`config.mk`:
```
export PLATFORM = sky130hd
export DESIGN_NAME = cmd_xchg_seq
export DESIGN_NICKNAME = d
export VERILOG_FILES = /design/src/rtl/cmdseq_pkg.sv /design/src/rtl/seq_wait_timer.sv /design/src/rtl/seq_reply_store.sv /design/src/rtl/cmd_xchg_seq.sv
export SDC_FILE = /design/constraint.sdc
export NUM_CORES = 1
export LEC_CHECK = 0
export ABC_AREA = 1
export BUFFER_PORTS_ARGS = -buffer_cell sky130_fd_sc_hd__buf_2
export CAP_MARGIN = 20
export CORE_MARGIN = 2
export CORE_UTILIZATION = 55
export DETAILED_ROUTE_END_ITERATION = 16
export PLACE_DENSITY_LB_ADDON = 0.05
export SLEW_MARGIN = 20
export SYNTH_ARGS = -nofsm -noshare
export SYNTH_HDL_FRONTEND = slang
export SYNTH_SLANG_ARGS = --single-unit
```
`constraint.sdc`:
```
create_clock -name clk -period 5.25 [get_ports clk]
set_clock_uncertainty 0.15 [all_clocks]
set_input_delay 0.2625 -clock clk [delete_from_list [all_inputs] [get_ports clk]]
set_output_delay 0.2625 -clock clk [all_outputs]
set_load 0.01 [all_outputs]
```
`src/rtl/cmdseq_pkg.sv`:
```
`timescale 1ns/1ps
package cmdseq_pkg;

  typedef enum logic [2:0] {
    ST_IDLE,
    ST_DRAIN,
    ST_SEND_OP,
    ST_SEND_IN,
    ST_WAIT_ACK,
    ST_RECV_OUT,
    ST_DONE
  } seq_state_e;

  // Larger of two sizes, used to size the shared byte index.
  function automatic int unsigned max_of(int unsigned a, int unsigned b);
    return (a > b) ? a : b;
  endfunction

  // A requested count never exceeds the buffer it refers to.
  function automatic int unsigned clamp_count(int unsigned req, int unsigned lim);
    return (req > lim) ? lim : req;
  endfunction

  // Two-byte reply: first byte received is the high half.
  function automatic logic [15:0] pack_hi_lo(logic [7:0] first, logic [7:0] second);
    return {first, second};
  endfunction

endpackage

```
`src/rtl/seq_wait_timer.sv`:
```
`timescale 1ns/1ps
module seq_wait_timer #(
  parameter int TIMEOUT = 10000,
  localparam int CNT_W = $clog2(TIMEOUT + 1)
) (
  input  logic clk,
  input  logic rst_n,
  input  logic run,
  input  logic hit,
  output logic expired
);

  logic [CNT_W-1:0] cnt_q;

  // Counts consecutive cycles in a waiting state whose flag is false.
  always_ff @(posedge clk or negedge rst_n) begin
    if (!rst_n) begin
      cnt_q <= '0;
    end else if (!run || hit) begin
      cnt_q <= '0;
    end else begin
      cnt_q <= cnt_q + CNT_W'(1);
    end
  end

  assign expired = run && !hit && (cnt_q == CNT_W'(TIMEOUT - 1));

endmodule

```
`src/rtl/seq_reply_store.sv`:
```
`timescale 1ns/1ps
module seq_reply_store #(
  parameter int MAX_OUT = 8,
  parameter int IDX_W = 4
) (
  input  logic                 clk,
  input  logic                 rst_n,
  input  logic                 clr,
  input  logic                 ack_we,
  input  logic                 out_we,
  input  logic [IDX_W-1:0]     idx,
  input  logic [7:0]           din,
  output logic [7:0]           ack_byte,
  output logic [8*MAX_OUT-1:0] out_flat
);

  always_ff @(posedge clk or negedge rst_n) begin
    if (!rst_n) begin
      ack_byte <= 8'h00;
    end else if (clr) begin
      ack_byte <= 8'h00;
    end else if (ack_we) begin
      ack_byte <= din;
    end
  end

  for (genvar k = 0; k < MAX_OUT; k++) begin : g_slot
    localparam logic [IDX_W-1:0] SLOT = IDX_W'(k);
    logic [7:0] slot_q;
    always_ff @(posedge clk or negedge rst_n) begin
      if (!rst_n) begin
        slot_q <= 8'h00;
      end else if (clr) begin
        slot_q <= 8'h00;
      end else if (out_we && (idx == SLOT)) begin
        slot_q <= din;
      end
    end
    assign out_flat[8*k +: 8] = slot_q;
  end

endmodule

```
`src/rtl/cmd_xchg_seq.sv`:
```
`timescale 1ns/1ps
module cmd_xchg_seq #(
  parameter int MAX_IN  = 8,
  parameter int MAX_OUT = 8,
  parameter int TIMEOUT = 10000,
  localparam int IN_CW  = $clog2(MAX_IN + 1),
  localparam int OUT_CW = $clog2(MAX_OUT + 1)
) (
  input  logic                 clk,
  input  logic                 rst_n,
  input  logic                 start,
  input  logic [7:0]           opcode,
  input  logic [IN_CW-1:0]     in_count,
  input  logic [8*MAX_IN-1:0]  in_bytes,
  input  logic [OUT_CW-1:0]    out_count,
  input  logic                 tx_not_full,
  output logic                 tx_wr,
  output logic [7:0]           tx_data,
  input  logic                 rx_not_empty,
  input  logic [7:0]           rx_data,
  output logic                 rx_rd,
  output logic                 busy,
  output logic                 done,
  output logic                 timed_out,
  output logic [7:0]           ack_byte,
  output logic [8*MAX_OUT-1:0] out_bytes,
  output logic [15:0]          out_word
);
  import cmdseq_pkg::*;

  localparam int IDX_W = $clog2(max_of(MAX_IN, MAX_OUT) + 1);

  seq_state_e       st_q, st_d;
  logic [IDX_W-1:0] idx_q, idx_d;
  logic [IDX_W-1:0] nin_q, nout_q;
  logic [7:0]       op_q;
  logic [7:0]       in_q [MAX_IN];
  logic             timed_out_q;

  // Named internal events, also observed by the checker.
  logic start_take;
  logic wait_run;
  logic wait_hit;
  logic wait_expired;
  logic ack_we;
  logic out_we;
  logic last_in;
  logic last_out;
  logic [7:0] in_sel;

  assign start_take = start && (st_q == ST_IDLE);
  assign last_in    = (idx_q == nin_q - IDX_W'(1));
  assign last_out   = (idx_q == nout_q - IDX_W'(1));

  always_comb begin
    in_sel = 8'h00;
    for (int k = 0; k < MAX_IN; k++) begin
      if (idx_q == k[IDX_W-1:0]) in_sel = in_q[k];
    end
  end

  // Mailbox strobes: each one qualified by its own flag.
  assign tx_wr   = ((st_q == ST_SEND_OP) || (st_q == ST_SEND_IN)) && tx_not_full;
  assign tx_data = (st_q == ST_SEND_OP) ? op_q : in_sel;
  assign rx_rd   = ((st_q == ST_DRAIN) || (st_q == ST_WAIT_ACK) || (st_q == ST_RECV_OUT))
                   && rx_not_empty;
  assign ack_we  = rx_rd && (st_q == ST_WAIT_ACK);
  assign out_we  = rx_rd && (st_q == ST_RECV_OUT);

  always_comb begin
    wait_run = 1'b0;
    wait_hit = 1'b0;
    unique case (st_q)
      ST_DRAIN:                 begin wait_run = 1'b1; wait_hit = !rx_not_empty; end
      ST_SEND_OP, ST_SEND_IN:   begin wait_run = 1'b1; wait_hit = tx_not_full;   end
      ST_WAIT_ACK, ST_RECV_OUT: begin wait_run = 1'b1; wait_hit = rx_not_empty;  end
      default:                  begin wait_run = 1'b0; wait_hit = 1'b0;          end
    endcase
  end

  seq_wait_timer #(.TIMEOUT(TIMEOUT)) u_timer (
    .clk     (clk),
    .rst_n   (rst_n),
    .run     (wait_run),
    .hit     (wait_hit),
    .expired (wait_expired)
  );

  always_comb begin
    st_d  = st_q;
    idx_d = idx_q;
    unique case (st_q)
      ST_IDLE: begin
        if (start_take) st_d = ST_DRAIN;
      end
      ST_DRAIN: begin
        if (wait_expired)       st_d = ST_DONE;
        else if (!rx_not_empty) st_d = ST_SEND_OP;
      end
      ST_SEND_OP: begin
        if (wait_expired) begin
          st_d = ST_DONE;
        end else if (tx_not_full) begin
          idx_d = '0;
          st_d  = (nin_q == '0) ? ST_WAIT_ACK : ST_SEND_IN;
        end
      end
      ST_SEND_IN: begin
        if (wait_expired) begin
          st_d = ST_DONE;
        end else if (tx_not_full) begin
          if (last_in) begin
            idx_d = '0;
            st_d  = ST_WAIT_ACK;
          end else begin
            idx_d = idx_q + IDX_W'(1);
          end
        end
      end
      ST_WAIT_ACK: begin
        if (wait_expired) begin
          st_d = ST_DONE;
        end else if (rx_not_empty) begin
          idx_d = '0;
          st_d  = (nout_q == '0) ? ST_DONE : ST_RECV_OUT;
        end
      end
      ST_RECV_OUT: begin
        if (wait_expired) begin
          st_d = ST_DONE;
        end else if (rx_not_empty) begin
          if (last_out) st_d = ST_DONE;
          else          idx_d = idx_q + IDX_W'(1);
        end
      end
      ST_DONE: st_d = ST_IDLE;
      default: st_d = ST_IDLE;
    endcase
  end

  always_ff @(posedge clk or negedge rst_n) begin
    if (!rst_n) begin
      st_q        <= ST_IDLE;
      idx_q       <= '0;
      nin_q       <= '0;
      nout_q      <= '0;
      op_q        <= 8'h00;
      timed_out_q <= 1'b0;
      for (int k = 0; k < MAX_IN; k++) in_q[k] <= 8'h00;
    end else begin
      st_q  <= st_d;
      idx_q <= idx_d;
      if (start_take) begin
        op_q        <= opcode;
        nin_q       <= IDX_W'(clamp_count(32'(in_count), MAX_IN));
        nout_q      <= IDX_W'(clamp_count(32'(out_count), MAX_OUT));
        timed_out_q <= 1'b0;
        for (int k = 0; k < MAX_IN; k++) in_q[k] <= in_bytes[8*k +: 8];
      end else if (wait_expired) begin
        timed_out_q <= 1'b1;
      end
    end
  end

  seq_reply_store #(.MAX_OUT(MAX_OUT), .IDX_W(IDX_W)) u_store (
    .clk      (clk),
    .rst_n    (rst_n),
    .clr      (start_take),
    .ack_we   (ack_we),
    .out_we   (out_we),
    .idx      (idx_q),
    .din      (rx_data),
    .ack_byte (ack_byte),
    .out_flat (out_bytes)
  );

  assign out_word  = pack_hi_lo(out_bytes[7:0], out_bytes[15:8]);
  assign busy      = (st_q != ST_IDLE);
  assign done      = (st_q == ST_DONE);
  assign timed_out = timed_out_q;

endmodule

```
==> summary.md <==
| Metric | Value |
|---|---|
| Status | `complete, no violations` |
| CP peak stage delay | `720 ps` |
| Slew margin rel. | `37.5%` |
| Mapped Cells | `1,034` |
| Synth top area cells | `dfrtp_1, nand2_1, o21ai_0, nand3_1, nor2_1` |
| Ratio of cells with drive above 1 in the final layout | `20.0%` |
| CTS HTree Levels | `4` |
| CP Capture Type | `flip-flop` |
| Core Footprint | `14,600 µm²` |
| Fin Hold WS | `40.3 ps` |
| Synth top area share | `52.6%` |
| Final Hold Viols | `0` |
| DRT Pass-1 Iters | `5` |
| Min cycle time layout | `3230 ps` |
| Initial antenna violation count | `1` |
| Post-CTS sizing | `0` |
| Clock slew at reported path FFs | `80 ps` |
| CTS buffer count | `17` |
| RSZ-0062 raised after global routing | `no` |
| Worst VDD drop | `0.000323 V` |
| Startpoint types | `flip-flop` |
| Final #Nets | `1,389` |
| Total Wirelength | `21,500 µm` |
| Die X | `127 µm` |
| Vias per cell | `5.02` |
| Vias in the first global route | `7,101` |
| Final worst path period share | `61.5%` |
| Vias | `7,438` |
| Slew Viols, Final | `0` |
| Clk sinks | `174` |
| Starting density of the core | `56.7%` |
| Hpwl dp | `14,200 µm` |
| Crit path max-delay cell type | `clkinv_2` |
| Max clock buf depth | `2` |
| Crit path kind | `flip-flop to flip-flop` |
| Fmax | `310 MHz` |
| Die Height | `127 µm` |
| Crit-path cells | `nor2_2 > nand2_1 > nor2_4 > clkinv_2 > nor2_1 > nand2_1 > dlygate4sd3_1 > o21ai_0` |
| FILL cells | `1,161` |
| Synth top cells by count | `nand2_1, dfrtp_1, o21ai_0` |
| #FFs+latches synth | `174` |
| Place WS | `2230 ps` |
| Hold_buf cts | `87` |
| First-pass GRT wire length | `35,400 µm` |
| Die area | `16,000 µm²` |
| Top_reg_cell synth | `dfrtp_1` |
| Num rows | `44` |
| Routed Antenna Nets | `0` |
| Max_cap viols | `0` |
| Async S/R FF share, synth | `100%` |
| Sequential-to-total area share from yosys stat | `52.6%` |
| WL/cell | `14.5 µm` |
| Largest net degree at the start of global routing | `83` |
| Slew @ Worst Pin | `937 ps` |
| Top-count cell post-synth | `nand2_1` |
| Area Overhead vs Synth | `29.1%` |
| I/O pin total | `194` |
| Yosys cell types | `37` |
| Arrival time worst endpoint | `3430 ps` |
| DRT iter0 DRCs | `528` |
| LEAKAGE | `5.74 nW` |
| Clock Tree Root | `clkbuf_16` |
| CTS tree | `built` |
| Most common cell on crit path | `nand2_1` |
| DRC viols | `0` |
| Grt ovf | `0` |
| Fin worst setup slack | `2020 ps` |
| YS warnings | `0` |
| Synth Cell Area | `8270 µm²` |
| Post-synth EDFFs | `0` |
| Final setup viols | `0` |
| Worst hold path class | `input pin to flip-flop` |
| CP max FO | `65` |
| Layout Utilization | `73.2%` |
| Syn nets | `1,139` |
| CP required | `5450 ps` |
| GP Congestion | `0.848` |
| PortBufs | `193` |
| Clk_lat worst skew | `430 ps` |
| Syn Area/Cell | `8.00 µm²` |
| Yosys top cell by area | `dfrtp_1` |
| Final setup TNS | `0 ps` |
| Setup bufs post-CTS | `0` |
| GR Util All Layers | `28.0%` |
| Pwr dens | `531 nW/µm²` |
==> final timing paths <==
kind	end	from	slack, ps	cells after the start
max reg2reg	nout_q[0]	st_q[0]	2020	8
min	u_store.g_slot[2].slot_q[6]	rx_data[6]	40	3
min reg2reg	u_timer.cnt_q[0]	u_timer.cnt_q[0]	310	1
max in group asynchronous	u_store.g_slot[0].slot_q[7]	rst_n	3440	3
min in group asynchronous	u_timer.cnt_q[13]	rst_n	280	2
max	nout_q[0]	st_q[0]	2020	8
==> worst max-delay path, delay by kind of cell (launching register included) <==
family                 cells  cell delay, ps
buffers and inverters      2            1310
DFF                        1             470
AOI/OAI and AO/OA          1              80
and+or+nand+nor            5            1120
==> cells in the final DEF, fill, tap and decap left out, types with 6 or more instances in the layout <==
master,instances
inv_2,6
dlygate4sd3_1,87
nand2_1,440
ha_1,12
clkbuf_16,17
nand3_1,61
inv_1,58
a21oi_1,10
buf_2,192
mux2_2,8
xor2_1,7
dfrtp_1,174
nor2_1,67
o21ai_0,83
o21ai_1,10
nand4_1,9
==> metrics by stage <==
stage | cells | total power, mW | cell area, µm²
6_report | 1482 | 5.67 | 10700
3_3_place_gp | 1362 | 4.28 | 9190
3_5_place_dp | 1362 | 4.33 | 9190
4_1_cts | 1481 | 5.69 | 10700
5_1_grt | 1482 | 6.11 | 10700
2_1_floorplan | 1034 | 3.62 | 8270
==> sequential cells by signal, summed over array words and instances (netlist names) <==
register / count
in_q: 64
u_store.g_slot.slot_q: 64
u_timer.cnt_q: 14
op_q: 8
u_store.ack_byte: 8
idx_q: 4
nin_q: 4
nout_q: 4
st_q: 3
timed_out: 1
==> cells by family (layout without fill, tap and decap cells) <==
family | count (synthesis) | count (layout) | share of synthesized area (%)
and+or+nand+nor | 600 | 600 | 29.5
AOI/OAI and AO/OA | 111 | 111 | 7.17
DFF | 174 | 174 | 52.6
xor gates and xnor gates | 8 | 8 | 0.847
buffers and inverters | 121 | 384 | 6.91
muxes | 8 | 8 | 1.09
other | 0 | 1 | 0
adders and majority gates | 12 | 12 | 1.82
==> where the power goes <==
part	switching (mW)	internal [mW]	leakage (nW)
registers	0.334	1.86	2.23
clock network	0.606	0.689	0.297
logic	1.38	0.800	3.21
==> final cells by class <==
type / instances / area (µm²) / area share, %
inverters: 68 / 256 / 2.40
well taps: 184 / 230 / 2.16
clock buffers: 17 / 425 / 3.98
multi-input cells: 739 / 3350 / 31.4
diodes: 1 / 2.50 / 0.0234
clock inverters: 15 / 186 / 1.75
repair buffers: 284 / 1870 / 17.5
flip-flops and latches: 174 / 4350 / 40.8
==> routing by layer <==
| layer | vias to the layer above | wire length [µm] | GRT usage, % | share of wire, % |
|---|---|---|---|---|
| met5 | - | 0 | 0 | 0 |
| met4 | 0 | 339 | 9.05 | 1.6 |
| met3 | 25 | 1050 | 5.06 | 4.9 |
| met2 | 215 | 10300 | 44.5 | 48 |
| met1 | 3441 | 9760 | 39.3 | 45 |
| li1 | 3757 | - | - | - |
Power figures use the tool's default switching activity.
